[config.mk]
export PLATFORM = sky130hd
export DESIGN_NAME = mac_irq_rst_ctrl
export DESIGN_NICKNAME = d
export VERILOG_FILES = /design/src/rtl/mac_irq_rst_ctrl.sv
export SDC_FILE = /design/constraint.sdc
export NUM_CORES = 1
export LEC_CHECK = 0
export ABC_AREA = 1
export BUFFER_PORTS_ARGS = -buffer_cell sky130_fd_sc_hd__buf_4
export CELL_PAD_IN_SITES_DETAIL_PLACEMENT = 0
export CELL_PAD_IN_SITES_GLOBAL_PLACEMENT = 1
export CORE_ASPECT_RATIO = 0.9
export CORE_MARGIN = 5
export CORE_UTILIZATION = 34
export DETAILED_ROUTE_END_ITERATION = 16
export PLACE_DENSITY_LB_ADDON = 0.1
export REMOVE_ABC_BUFFERS = 1
export SLEW_MARGIN = 20
export SYNTH_ARGS = -nofsm -noshare
export SYNTH_HDL_FRONTEND = slang
export SYNTH_SLANG_ARGS = --single-unit
[constraint.sdc]
create_clock -name clk -period 2.02 [get_ports clk]
set_input_delay 0.404 -clock clk [delete_from_list [all_inputs] [get_ports clk]]
set_output_delay 0.404 -clock clk [all_outputs]
set_load 0.01 [all_outputs]
[src/rtl/mac_irq_rst_ctrl.sv]
module mac_irq_rst_ctrl #(
  parameter int AW          = 4,
  parameter int SRST_CYCLES = 16
) (
  input  logic          clk,
  input  logic          rst_n,
  input  logic          reg_we,
  input  logic [AW-1:0] reg_addr,
  input  logic [31:0]   reg_wdata,
  output logic [31:0]   reg_rdata,
  input  logic [31:0]   cause_pulse,
  output logic          irq_tx,
  output logic          irq_rx,
  output logic          tx_en,
  output logic          rx_en,
  output logic          long_frame_ok,
  output logic          srst_busy
);
  localparam int CW = $clog2(SRST_CYCLES + 1);

  localparam logic [AW-1:0] A_CMD   = AW'(0);
  localparam logic [AW-1:0] A_IEN   = AW'(1);
  localparam logic [AW-1:0] A_STAT  = AW'(2);
  localparam logic [AW-1:0] A_TXL   = AW'(3);
  localparam logic [AW-1:0] A_RXL   = AW'(4);
  localparam logic [AW-1:0] A_FTH   = AW'(5);
  localparam logic [AW-1:0] A_RXMAX = AW'(6);
  localparam logic [AW-1:0] A_MISS  = AW'(7);
  localparam logic [AW-1:0] A_MDA   = AW'(8);

  localparam logic [31:0] TX_M   = 32'h0185_0000;
  localparam logic [31:0] RX_M   = 32'h0000_0F19;
  localparam logic [31:0] ST_M   = TX_M | RX_M;
  localparam logic [31:0] EN_M   = 32'h0005_0011;
  localparam logic [31:0] CMD_M  = 32'h0000_0103;
  localparam int          SRST_B = 24;

  localparam logic [31:0] R_LIST  = 32'hFFFF_FFFC;
  localparam logic [31:0] R_FTH   = 32'h0000_0101;
  localparam logic [31:0] R_RXMAX = 32'h0000_0800;
  localparam logic [31:0] R_MISS  = 32'h0000_7FFF;
  localparam logic [31:0] R_MDA   = 32'h0090_0000;

  logic [31:0]   cmd_q, ien_q, stat_q, txl_q, rxl_q, fth_q, rxmax_q, mda_q;
  logic [CW-1:0] cnt_q;
  logic          busy, srst_go, clr;
  logic [31:0]   stat_wclr;

  assign busy      = cnt_q != '0;
  assign srst_go   = reg_we && !busy && reg_addr == A_CMD && reg_wdata[SRST_B];
  assign clr       = srst_go || busy;
  assign stat_wclr = (reg_we && reg_addr == A_STAT) ? reg_wdata : 32'h0;

  always_ff @(posedge clk or negedge rst_n) begin
    if (!rst_n) cnt_q <= '0;
    else if (srst_go) cnt_q <= CW'(SRST_CYCLES);
    else if (busy) cnt_q <= cnt_q - 1'b1;
  end

  always_ff @(posedge clk or negedge rst_n) begin
    if (!rst_n) begin
      cmd_q <= '0; ien_q <= '0; stat_q <= '0;
      txl_q <= R_LIST; rxl_q <= R_LIST; fth_q <= R_FTH;
      rxmax_q <= R_RXMAX; mda_q <= R_MDA;
    end else if (clr) begin
      cmd_q <= '0; ien_q <= '0; stat_q <= '0;
      txl_q <= R_LIST; rxl_q <= R_LIST; fth_q <= R_FTH;
      rxmax_q <= R_RXMAX; mda_q <= R_MDA;
    end else begin
      stat_q <= (stat_q & ~stat_wclr) | (cause_pulse & ST_M);
      if (reg_we) begin
        case (reg_addr)
          A_CMD:   cmd_q   <= reg_wdata & CMD_M;
          A_IEN:   ien_q   <= reg_wdata & EN_M;
          A_TXL:   txl_q   <= reg_wdata;
          A_RXL:   rxl_q   <= reg_wdata;
          A_FTH:   fth_q   <= reg_wdata;
          A_RXMAX: rxmax_q <= reg_wdata;
          A_MDA:   mda_q   <= reg_wdata;
          default: ;
        endcase
      end
    end
  end

  always_comb begin
    reg_rdata = '0;
    if (!busy) begin
      case (reg_addr)
        A_CMD:   reg_rdata = cmd_q;
        A_IEN:   reg_rdata = ien_q;
        A_STAT:  reg_rdata = stat_q;
        A_TXL:   reg_rdata = txl_q;
        A_RXL:   reg_rdata = rxl_q;
        A_FTH:   reg_rdata = fth_q;
        A_RXMAX: reg_rdata = rxmax_q;
        A_MISS:  reg_rdata = R_MISS;
        A_MDA:   reg_rdata = mda_q;
        default: reg_rdata = '0;
      endcase
    end
  end

  assign irq_tx        = |(stat_q[31:16] & ien_q[31:16]);
  assign irq_rx        = |(stat_q[15:0] & ien_q[15:0]);
  assign tx_en         = cmd_q[8];
  assign long_frame_ok = cmd_q[1];
  assign rx_en         = cmd_q[0];
  assign srst_busy     = busy;

  a_r7_busy_cause: assert property (@(posedge clk) disable iff (!rst_n)
    $rose(srst_busy) |-> $past(reg_we && reg_addr == A_CMD && reg_wdata[SRST_B]));

  a_r7_exit_clean: assert property (@(posedge clk) disable iff (!rst_n)
    $fell(srst_busy) |-> (!tx_en && !rx_en && !long_frame_ok && !irq_tx && !irq_rx));

  a_r3_clear_takes: assert property (@(posedge clk) disable iff (!rst_n)
    (reg_we && reg_addr == A_STAT && !srst_busy)
      |=> ((stat_q & $past(reg_wdata & ~cause_pulse)) == 32'h0));

  a_r4_pulse_wins: assert property (@(posedge clk) disable iff (!rst_n)
    (!srst_busy && (cause_pulse & ST_M) != 32'h0)
      |=> ((stat_q & $past(cause_pulse & ST_M)) == $past(cause_pulse & ST_M)));

  a_r5_tx_rise_source: assert property (@(posedge clk) disable iff (!rst_n)
    $rose(irq_tx) |-> ($past((cause_pulse & TX_M) != 32'h0) || $past(reg_we && reg_addr == A_IEN)));

  a_r5_rx_rise_source: assert property (@(posedge clk) disable iff (!rst_n)
    $rose(irq_rx) |-> ($past((cause_pulse & RX_M) != 32'h0) || $past(reg_we && reg_addr == A_IEN)));

  a_r8_quiet_reads: assert property (@(posedge clk) disable iff (!rst_n)
    srst_busy |-> (!irq_tx && !irq_rx && !tx_en && !rx_en));
endmodule

Word level (Yosys, flattened, before mapping)

Cells that the tools add are included.

Reduce and logical (&&, ||, !) cells: 26
$add $sub $neg: 1
Bitwise operators: 5
Muxes and demuxes: 27
Eq/ne operators: 8

Operators by type and width:

| operator                                             | number |
|---|---|
| 2-to-1 mux 32 bit                                    | 24 |
| case mux 32 bit (9 select lines)                     | 1 |
| bitwise AND 16 bit                                   | 2 |
| bitwise AND 32 bit                                   | 1 |
| inverter 32 bit                                      | 1 |
| bitwise OR 32 x 25 -> 32 bit                         | 1 |
| OR reduction 16 bit                                  | 2 |
| nonzero test 2 bit                                   | 9 |
| equality test 4 x 3 -> 1 bit (second input constant) | 4 |
| AND reduction 2 bit                                  | 7 |
| 2-to-1 mux 5 bit                                     | 2 |
| equality test 4 x 2 -> 1 bit (second input constant) | 2 |
| nonzero test 5 bit                                   | 1 |
| subtractor 5 x 1 -> 5 bit (second input constant)    | 1 |
| equality test 4 x 1 -> 1 bit (second input constant) | 1 |
| equality test 4 bit (second input constant)          | 1 |
| logical AND 1 bit                                    | 4 |
| logical NOT 4 bit                                    | 1 |
| logical NOT 1 bit                                    | 1 |
| logical OR 1 bit                                     | 1 |

Output and inout bits: 38
Register bits after elaboration: 261
Bits of input ports: 71
Word-level logic and storage cells: 76

Depth between registers and ports, before layout

Gate-level depths: netlist of run 1.

Word-level depth: 8
Gate-level depth with buffers: 11
Mapped depth without buffers: 9

Worst setup path after synthesis of run 1

OpenSTA, ideal clock, no wires.

Kind: flip-flop to output port
Start point: register cnt_q[0]
End point: output port reg_rdata[22]
Buffers on the path: 1
Data arrival time: 1.551 ns
Stages on the path, launching flop included: 8
Required time: 1.616 ns
Slack: 0.065 ns
Cells stage by stage: dfrtp_1 inv_1 ha_1 nand2_1 nor2_2 clkinv_1 clkbuf_1 nor2_1

Longest elaborated chain between the ends: 2

Ends and longest elaborated chain:

| what                   | RTL line | text |
|---|---|---|
| from (decl)            | 45       | `logic [CW-1:0] cnt_q;` |
| from (signal assigned) | 56       | `else if (srst_go) cnt_q <= CW'(SRST_CYCLES);` |
| from (signal assigned) | 57       | `else if (busy) cnt_q <= cnt_q - 1'b1;` |
| nonzero test 5 bit     | 49       | `assign busy = cnt_q != '0;` |
| via srst_busy          | 17       | `output logic srst_busy` |
| 2-to-1 mux 32 bit      | 88       | `if (!busy) begin` |
| to (decl)              | 10       | `output logic [31:0] reg_rdata,` |

The timed path passes the listed nets, and every way through them passes these cells.

Final worst setup path of run 1

Start point: register cnt_q[1]
End point: output port reg_rdata[2]

Longest elaborated chain between the ends: 2

Ends and longest elaborated chain:

| what               | RTL line |
|---|---|
| nonzero test 5 bit | 49 |
| 2-to-1 mux 32 bit  | 88 |

No other way between the ends.

==> results of run 1 <==
routing by layer:
| layer | routed length [µm] | GRT usage, % |
|---|---|---|
| met4 | 662 | 4.728 |
| met1 | 17120 | 29.66 |
| met5 | 0 | 0 |
| met2 | 17310 | 36.00 |
| met3 | 1127 | 2.114 |
cell usage in the layout (no fill, tap or decap), types with 4 or more instances in the layout:
cell type    n
a21oi_1     16
a21oi_2     12
buf_12      33
buf_4      139
buf_6       21
clkbuf_1     8
clkbuf_16   29
clkbuf_8     5
clkinv_2     4
dfrtp_1    139
dfstp_2     65
inv_1       79
inv_2        7
nand2_1    695
nand2_4      4
nand3_1     87
nor2_1      96
nor2_2      31
nor2_4      27
o21ai_0     48
final cells by class:
type | count | area, µm²
fill | 3049 | 15570
inverter | 87 | 339.1
tap | 396 | 495.5
clock buffer | 37 | 710.7
sequential | 204 | 5186
timing repair buffer | 203 | 2162
clock inverter | 8 | 118.9
multi-input combinational | 1034 | 4573
sequential cells by signal, indices dropped and copies added (netlist names):
name	flops
stat_q	32
fth_q	32
cnt_q	5
cmd_q	3
mda_q	32
ien_q	4
rxl_q	32
txl_q	32
rxmax_q	32
worst max-delay path, delay by kind of cell (launching register included):
| family | cells | cell delay, ps |
|---|---|---|
| adder cells (fa/ha/maj) | 1 | 140 |
| AND/OR/NAND/NOR | 2 | 160 |
| buffers and inverters | 5 | 640 |
| AO/OA/AOI/OAI | 1 | 120 |
| flip-flops | 1 | 400 |
power breakdown:
part / leakage (nW) / switching, mW / internal [mW]
Sequential: 2.62 / 0.231 / 4.79
Combinational: 3.86 / 2.60 / 1.73
Clock: 0.409 / 1.79 / 2.81
cells by family (layout without fill, tap and decap cells):
kind of cell / Yosys count / in the layout / share of synthesized area, %
AND/OR/NAND/NOR: 946 / 949 / 37.04
buffers and inverters: 158 / 335 / 7.249
AO/OA/AOI/OAI: 84 / 84 / 4.317
flip-flops: 204 / 204 / 51.27
adder cells (fa/ha/maj): 1 / 1 / 0.1237
repair_timing:
item	4_1_cts	5_1_grt
buffers inserted	4	19
endpoints found under the setup margin	184	189
gates resized for setup	73	56
pin swaps	15	13
gates cloned	5	5
hold endpoints to repair	30	0
hold buffers	1	0
how the worst max path moves through the flow:
stage / cells after the start / to / slack, ps
6_report: 9 / reg_rdata[2] / -380
5_1_grt: 9 / reg_rdata[23] / -450
4_1_cts: 9 / reg_rdata[13] / -410
3_5_place_dp: 9 / mda_q[21] / -230
3_3_place_gp: 9 / mda_q[20] / -240
2_1_floorplan: 8 / txl_q[0] / -1660
stage by stage:
stage / std cells / hold slack, ps / power [mW]
floorplan: 1322 / 108.4 / 6.630
global placement: 1890 / 381.8 / 8.281
detailed placement: 1890 / 382.5 / 8.324
CTS: 1945 / 78.57 / 13.40
global route: 1969 / 106.2 / 14.69
finish: 1969 / 102.6 / 13.94
==> flow_summary.toml, run 1 <==
[status]
status = "complete, but fails checks"
violations = "setup timing"

[clock_network]
numCtsBuffers = 25
root_buffer = "clkbuf_16"
cts_tree = "yes"
clk_latency_ps = 520
cts_buffer_depth = 3
cts.htree.levels = 1
clock_sinks = 204
clk_pin_slew_ps = 60

[route]
post_drt_wl_per_cell_um = 18.39
via_per_inst = 4.730
antenna_left = 0
drc = 0
routed_wirelength_mm = 36.22
dr.pass1.iters = 5
vias = 9313
first_iter_violations = 495

[hold_path]
hp-class = "in -> reg"
whs_endpoint = "fth_q[8]"
hold_start = "reg_wdata[8]"
min_path_cells = 3

[timing]
hold_violations = 0
drv_slew = 0
rsz0062_at_grt = "yes"
setup_viol = 33
skew_ps = 7.945
setup_ws_ps = -383.4
maxSlewHeadroom_pct = 59.94
period_needed_ps = 2403
tightest_slew_ps = 599.4
fin_crit_sh_pct = 119.0
fin_tns_setup_ps = -10970
clock.fmax_ghz = 0.4161

[global_route]
grt_pass1_wl_mm = 55.25
grt_max_degree = 48
grt_antenna_before_repair = 0
grt_pass1_vias = 9283
grt_usage_pct = 21.31
overflow = 0

[logic_synthesis]
synthTopCellsByArea = "dfrtp_1 34%, nand2_1 26%, dfstp_2 17%"
synth_most_common_cell = "nand2_1"
yosys_register_bits = 204
netlist.area_leader.share_pct = 34.39
ys_types = 24
synthTopCellsByCount = "703 x nand2_1, 139 x dfrtp_1, 133 x nor2_1"
yosys_warnings = 0
synth_area_um2 = 10110
synth_seq_area_share_pct = 51.27
yosysTopAreaCell = "dfrtp_1"
synthArstFlopShare_pct = 100.0
avgSynthCellArea_um2 = 7.261
synthFlopType = "dfrtp_1"
synth_edf_count = 0
syn_inst = 1393

[power_and_ir_drop]
ir_drop_mv = 0.6383
p_leak_nw = 6.885
power_density_nw_per_um2 = 1026

[die]
die_h_um = 173.6
fp.dieW_um = 191.8
start_util_pct = 34.69
num_rows = 59
core_area_um2 = 29160
dieArea_um2 = 33300
io-pin-count = 109

[layout]
design_area_um2 = 13590
utilization_pct = 46.59
final_nets = 1627
drive_above_1_share_pct = 25.05
synthToLayoutAreaGrowth_pct = 34.31
antenna_cells = 0

[critical_path]
crit_path_end_kind = "primary output"
criticalPathCategory = "reg -> out"
max_stage_delay_ps = 400
r2r_cells = 12
startpoint = "cnt_q[1]"
cp_slowest_cell = "dfrtp_1"
reg2reg_setup_slack_ps = 70
required_ps = 1620
crit_fanout = 6
startpoint_type = "flop"
cp_cell_sequence = "inv_2, ha_4, nand2_4, nor2_4, buf_6, clkinv_8, clkbuf_16, a21oi_2, buf_4"
r2r_start = "cnt_q[1]"
crit_arrival_ps = 2000
worst_r2r_endpoint = "rxmax_q[7]"

[placed_design]
portBuffers = 87
place_area_um2 = 11820
place_ws_ps = -228.9
dpl.hpwl_mm = 21.46
gp_congestion = 0.7940

[run]
maxCapViolCount = 0
Power figures use the tool's default switching activity.
==> run 2: changes to the inputs <==
Settings changed: CORE_MARGIN 5 to not set, CTS_BUF_LIST set to sky130_fd_sc_hd__clkbuf_4 sky130_fd_sc_hd__clkbuf_8.
==> run 2 against run 1 <==
Net effect:
- the run still ends with setup timing left
- critical path type unchanged
- wire length grew 1.0%
- sequential cell count is the same
- via count grew 1.7%
==> flow_summary.toml, run 2 (same netlist as run 1, synthesis figures left out) <==
[status]
status = "complete, but fails checks"
violations = "setup timing"

[die]
io-pin-count = 109
core_area_um2 = 29090
die_h_um = 165.6
fp.dieW_um = 183.8
num_rows = 59
dieArea_um2 = 30440
start_util_pct = 34.78

[timing]
maxSlewHeadroom_pct = 57.52
hold_ws_ps = 110.0
fin_tns_setup_ps = -10500
period_needed_ps = 2374
tightest_slew_ps = 635.7
rsz0062_at_grt = "yes"
hold_violations = 0
fin_crit_sh_pct = 117.5
setup_viol = 33
clock.fmax_ghz = 0.4213
drv_slew = 0
skew_ps = 18.09
setup_ws_ps = -353.5

[layout]
stdcell_count = 1985
design_area_um2 = 13560
final_nets = 1635
fillers = 3022
antenna_cells = 0
synthToLayoutAreaGrowth_pct = 34.10
layout.cells.most_common_list = "670 x nand2_1, 139 x dfrtp_1, 132 x buf_4"
drive_above_1_share_pct = 27.12
layout_commonest_cell = "nand2_1"
utilization_pct = 46.64

[clock_network]
cts_buffer_depth = 3
cts_tree = "yes"
clk_latency_ps = 530
clk_pin_slew_ps = 60
root_buffer = "clkbuf_8"
cts.htree.levels = 2
numCtsBuffers = 38
clock_sinks = 204

[run]
maxCapViolCount = 0

[placed_design]
gp_congestion = 0.8016
place_ws_ps = -275.8
placed_cells = 1883
dpl.hpwl_mm = 20.62
place_area_um2 = 11720
portBuffers = 87

[route]
vias = 9467
antenna_left = 0
dr.pass1.iters = 5
via_per_inst = 4.769
first_iter_violations = 577
drc = 0
routed_wirelength_mm = 36.59
post_drt_wl_per_cell_um = 18.43

[critical_path]
crit_path_end_kind = "primary output"
worst_r2r_endpoint = "rxl_q[14]"
r2r_cells = 15
r2r_start = "cnt_q[0]"
crit_fanout = 3
crit_arrival_ps = 1970
startpoint_type = "flop"
required_ps = 1620
reg2reg_setup_slack_ps = 10
criticalPathCategory = "reg -> out"

[hold_path]
whs_endpoint = "fth_q[8]"
hold_start = "reg_wdata[8]"
hp-class = "in -> reg"
min_path_cells = 3

[global_route]
grt_usage_pct = 24.48
grt_pass1_wl_mm = 56.17
grt_max_degree = 49
grt_antenna_before_repair = 0
grt_pass1_vias = 9438
overflow = 0

[power_and_ir_drop]
power_density_nw_per_um2 = 1013
ir_drop_mv = 0.4881
finalPower_mw = 13.74
p_leak_nw = 6.892
==> run 2: cell count changes in the layout (fill, tap and decap cells not counted), sizes merged <==
cell	before	now
buf	197	192
bufinv	3	1
clkbuf	42	68
clkinv	5	1
clkinvlp	0	1
inv	87	86
nor2	154	155
==> run 2: layout make-up <==
| type | instances | area, µm² | share of cell area (%) |
|---|---|---|---|
| repair buffers | 197 | 2093 | 15.43 |
| flip-flops and latches | 204 | 5186 | 38.23 |
| multi-input cells | 1035 | 4638 | 34.19 |
| inverters | 87 | 339.1 | 2.500 |
| clock buffers | 64 | 774.5 | 5.710 |
| well taps | 396 | 495.5 | 3.653 |
| clock inverters | 2 | 37.54 | 0.2767 |
==> run 2: repair_timing <==
item | CTS | global route
setup buffers | 13 | 11
hold buffers | 1 | 0
gates cloned | 8 | 4
gates resized for setup | 99 | 48
setup endpoints to repair | 196 | 127
pin swaps | 25 | 7
endpoints found under the hold margin | 35 | 0
==> run 2: layer usage <==
layer	GRT usage, %	up-vias	share of wire, %
met5	0	-	0
met4	5.942	0	2.0
met3	3.364	49	4.4
met2	39.82	218	46
met1	34.28	4586	47
li1	-	4614	-
==> run 2: worst max-delay path, stage by stage, from the launching register on <==
cell     delay (ps)
dfrtp_1         390
inv_2            90
ha_4            150
nand2_4          60
nor2_4          100
buf_6           130
buf_4           110
buf_6           100
nand2_4          60
nor2_4          140
buf_6           120
==> run 2: how the worst max path moves through the flow <==
stage,start,to,slack (ps),depth (start not counted)
6_report,cnt_q[0],reg_rdata[21],-350,10
2_1_floorplan,cnt_q[0],txl_q[0],-1660,8
3_5_place_dp,cnt_q[0],mda_q[14],-280,8
5_1_grt,cnt_q[0],reg_rdata[6],-460,9
3_3_place_gp,cnt_q[0],rxl_q[19],-210,8
4_1_cts,cnt_q[1],reg_rdata[0],-460,10
==> run 2: power breakdown <==
| part | leakage [nW] | internal, mW | switching [mW] |
|---|---|---|---|
| combinational | 3.85 | 1.71 | 2.72 |
| sequential | 2.62 | 4.79 | 0.231 |
| clock | 0.430 | 2.53 | 1.77 |
==> run 3: changes to the inputs <==
Settings changed: PLACE_DENSITY set to 0.63, PLACE_DENSITY_LB_ADDON 0.1 to not set.
==> run 3 against run 2 <==
Net effect:
- die area unchanged
- non-clock buffer count increased by 23
- critical path depth decreased by 2
- count of clock-buffer cells in the layout grew 2
- global-route usage rose by 0.25 points
- the run still ends with setup timing left
- sequential share of layout area decreased by 1.0 points
- utilization rose by 1.3 points
- cell count rose by 1.3%
- sequential cell count did not move
==> flow_summary.toml, run 3 (same netlist as run 1, synthesis figures left out) <==
[timing]
tightest_slew_ps = 563.9
clock.fmax_ghz = 0.4175
hold_ws_ps = 88.49
hold_violations = 0
setup_ws_ps = -375.2
period_needed_ps = 2395
fin_tns_setup_ps = -10900
skew_ps = 19.06
rsz0062_at_grt = "yes"
maxSlewHeadroom_pct = 62.41
setup_viol = 33
drv_slew = 0
fin_crit_sh_pct = 118.6

[layout]
antenna_cells = 0
synthToLayoutAreaGrowth_pct = 37.89
design_area_um2 = 13950
layout.cells.most_common_list = "672 x nand2_1, 139 x dfrtp_1, 135 x buf_4"
final_nets = 1658
layout_commonest_cell = "nand2_1"
fillers = 2994
drive_above_1_share_pct = 28.42

[placed_design]
gp_congestion = 0.8115
portBuffers = 87
place_area_um2 = 11840
place_ws_ps = -270.2
dpl.hpwl_mm = 21.37

[critical_path]
cp_cell_sequence = "nor2_1, nand2_4, nor2_4, buf_6, clkinv_8, clkbuf_16, a21oi_2, buf_4"
crit_path_end_kind = "primary output"
r2r_start = "cnt_q[3]"
reg2reg_setup_slack_ps = 60
path_buf_inv = 4
cp_slowest_cell = "dfrtp_1"
r2r_cells = 14
worst_r2r_endpoint = "txl_q[18]"
max_stage_delay_ps = 390
crit_fanout = 5
crit_arrival_ps = 1990
criticalPathCategory = "reg -> out"
startpoint_type = "flop"
critPathTopFamily = "buffers and inverters"
required_ps = 1620

[route]
drc = 0
first_iter_violations = 575
antenna_left = 0
via_per_inst = 4.704
dr.pass1.iters = 4
routed_wirelength_mm = 36.50
post_drt_wl_per_cell_um = 18.15
vias = 9459

[clock_network]
root_buffer = "clkbuf_8"
clk_pin_slew_ps = 60
numCtsBuffers = 38
cts_buffer_depth = 3
cts_tree = "yes"
clk_latency_ps = 540
clock_sinks = 204
cts.htree.levels = 2

[hold_path]
whs_endpoint = "fth_q[0]"
hold_start = "reg_wdata[0]"
hp-class = "in -> reg"
min_path_cells = 3

[die]
start_util_pct = 34.78
dieArea_um2 = 30440
fp.dieW_um = 183.8
io-pin-count = 109
die_h_um = 165.6
core_area_um2 = 29090
num_rows = 59

[power_and_ir_drop]
p_leak_nw = 7.071
power_density_nw_per_um2 = 995.2
ir_drop_mv = 0.4797
finalPower_mw = 13.88

[global_route]
grt_usage_pct = 24.73
grt_max_degree = 57
overflow = 0
grt_pass1_wl_mm = 56.92
grt_antenna_before_repair = 0
grt_pass1_vias = 9676

[status]
violations = "setup timing"
status = "complete, but fails checks"

[run]
maxCapViolCount = 0
run 3: cell types whose count changed in the layout (fill, tap and decap cells not counted), sizes merged:
cell,before,now
buf,192,216
clkinvlp,1,2
bufinv,1,0
bufbuf,0,1
inv,86,87
run 3: cell type report:
class	count	area, µm²	area share (%)
well taps	396	495.5	3.553
inverters	87	339.1	2.431
clock inverters	3	23.77	0.1704
repair buffers	220	2439	17.48
multi-input cells	1035	4706	33.74
flip-flops and latches	204	5186	37.18
clock buffers	66	758.2	5.436
run 3: worst reg2reg max path, cell delays in order, from the launching register on:
cell and delay [ps]:
dfrtp_1 390, nor2_1 200, nand2_4 90, nor2_4 100
buf_4 170, buf_6 120, buf_6 110, nand2_4 50
nand2_4 110, buf_6 110, buf_6 90, buf_12 150
nand2_2 70, nand2_1 70, nand2_1 50
run 3: worst max-delay path by stage:
stage	startpoint	endpoint	slack (ps)	cells after the start
2_1_floorplan	cnt_q[0]	txl_q[0]	-1660	8
3_3_place_gp	reg_addr[2]	reg_rdata[21]	-300	11
3_5_place_dp	reg_addr[2]	reg_rdata[21]	-270	11
4_1_cts	cnt_q[0]	reg_rdata[20]	-530	11
5_1_grt	cnt_q[3]	reg_rdata[16]	-500	8
6_report	cnt_q[3]	reg_rdata[16]	-380	8
run 3: layer usage:
layer  global-route usage [%]  routed length (µm)  up-vias
met4                    7.790                 807        0
met1                    34.78               17000     4507
met3                    4.244                1892       55
met2                    38.57               16800      236
li1                         -                   -     4661
met5                        0                   0        -
run 3: what timing repair did:
action / in CTS / in global routing
endpoints found under the setup margin: 170 / 197
gates resized for setup: 150 / 29
pin swaps: 25 / 11
cloned: 10 / 1
hold buffers: 1 / 0
hold endpoints to repair: 24 / 0
buffers inserted: 35 / 1
run 3: power by group:
group / leakage, nW / internal, mW / switching [mW] / total, mW
logic: 4.04 / 1.97 / 2.75 / 4.72
registers: 2.62 / 4.79 / 0.229 / 5.02
clock network: 0.417 / 2.35 / 1.80 / 4.15
run 3: stage by stage:
stage,utilization (%),cells
5_1_grt,47.95,2011
3_5_place_dp,40.70,1897
2_1_floorplan,-,1322
6_report,47.95,2011
3_3_place_gp,40.70,1897
4_1_cts,47.51,2012
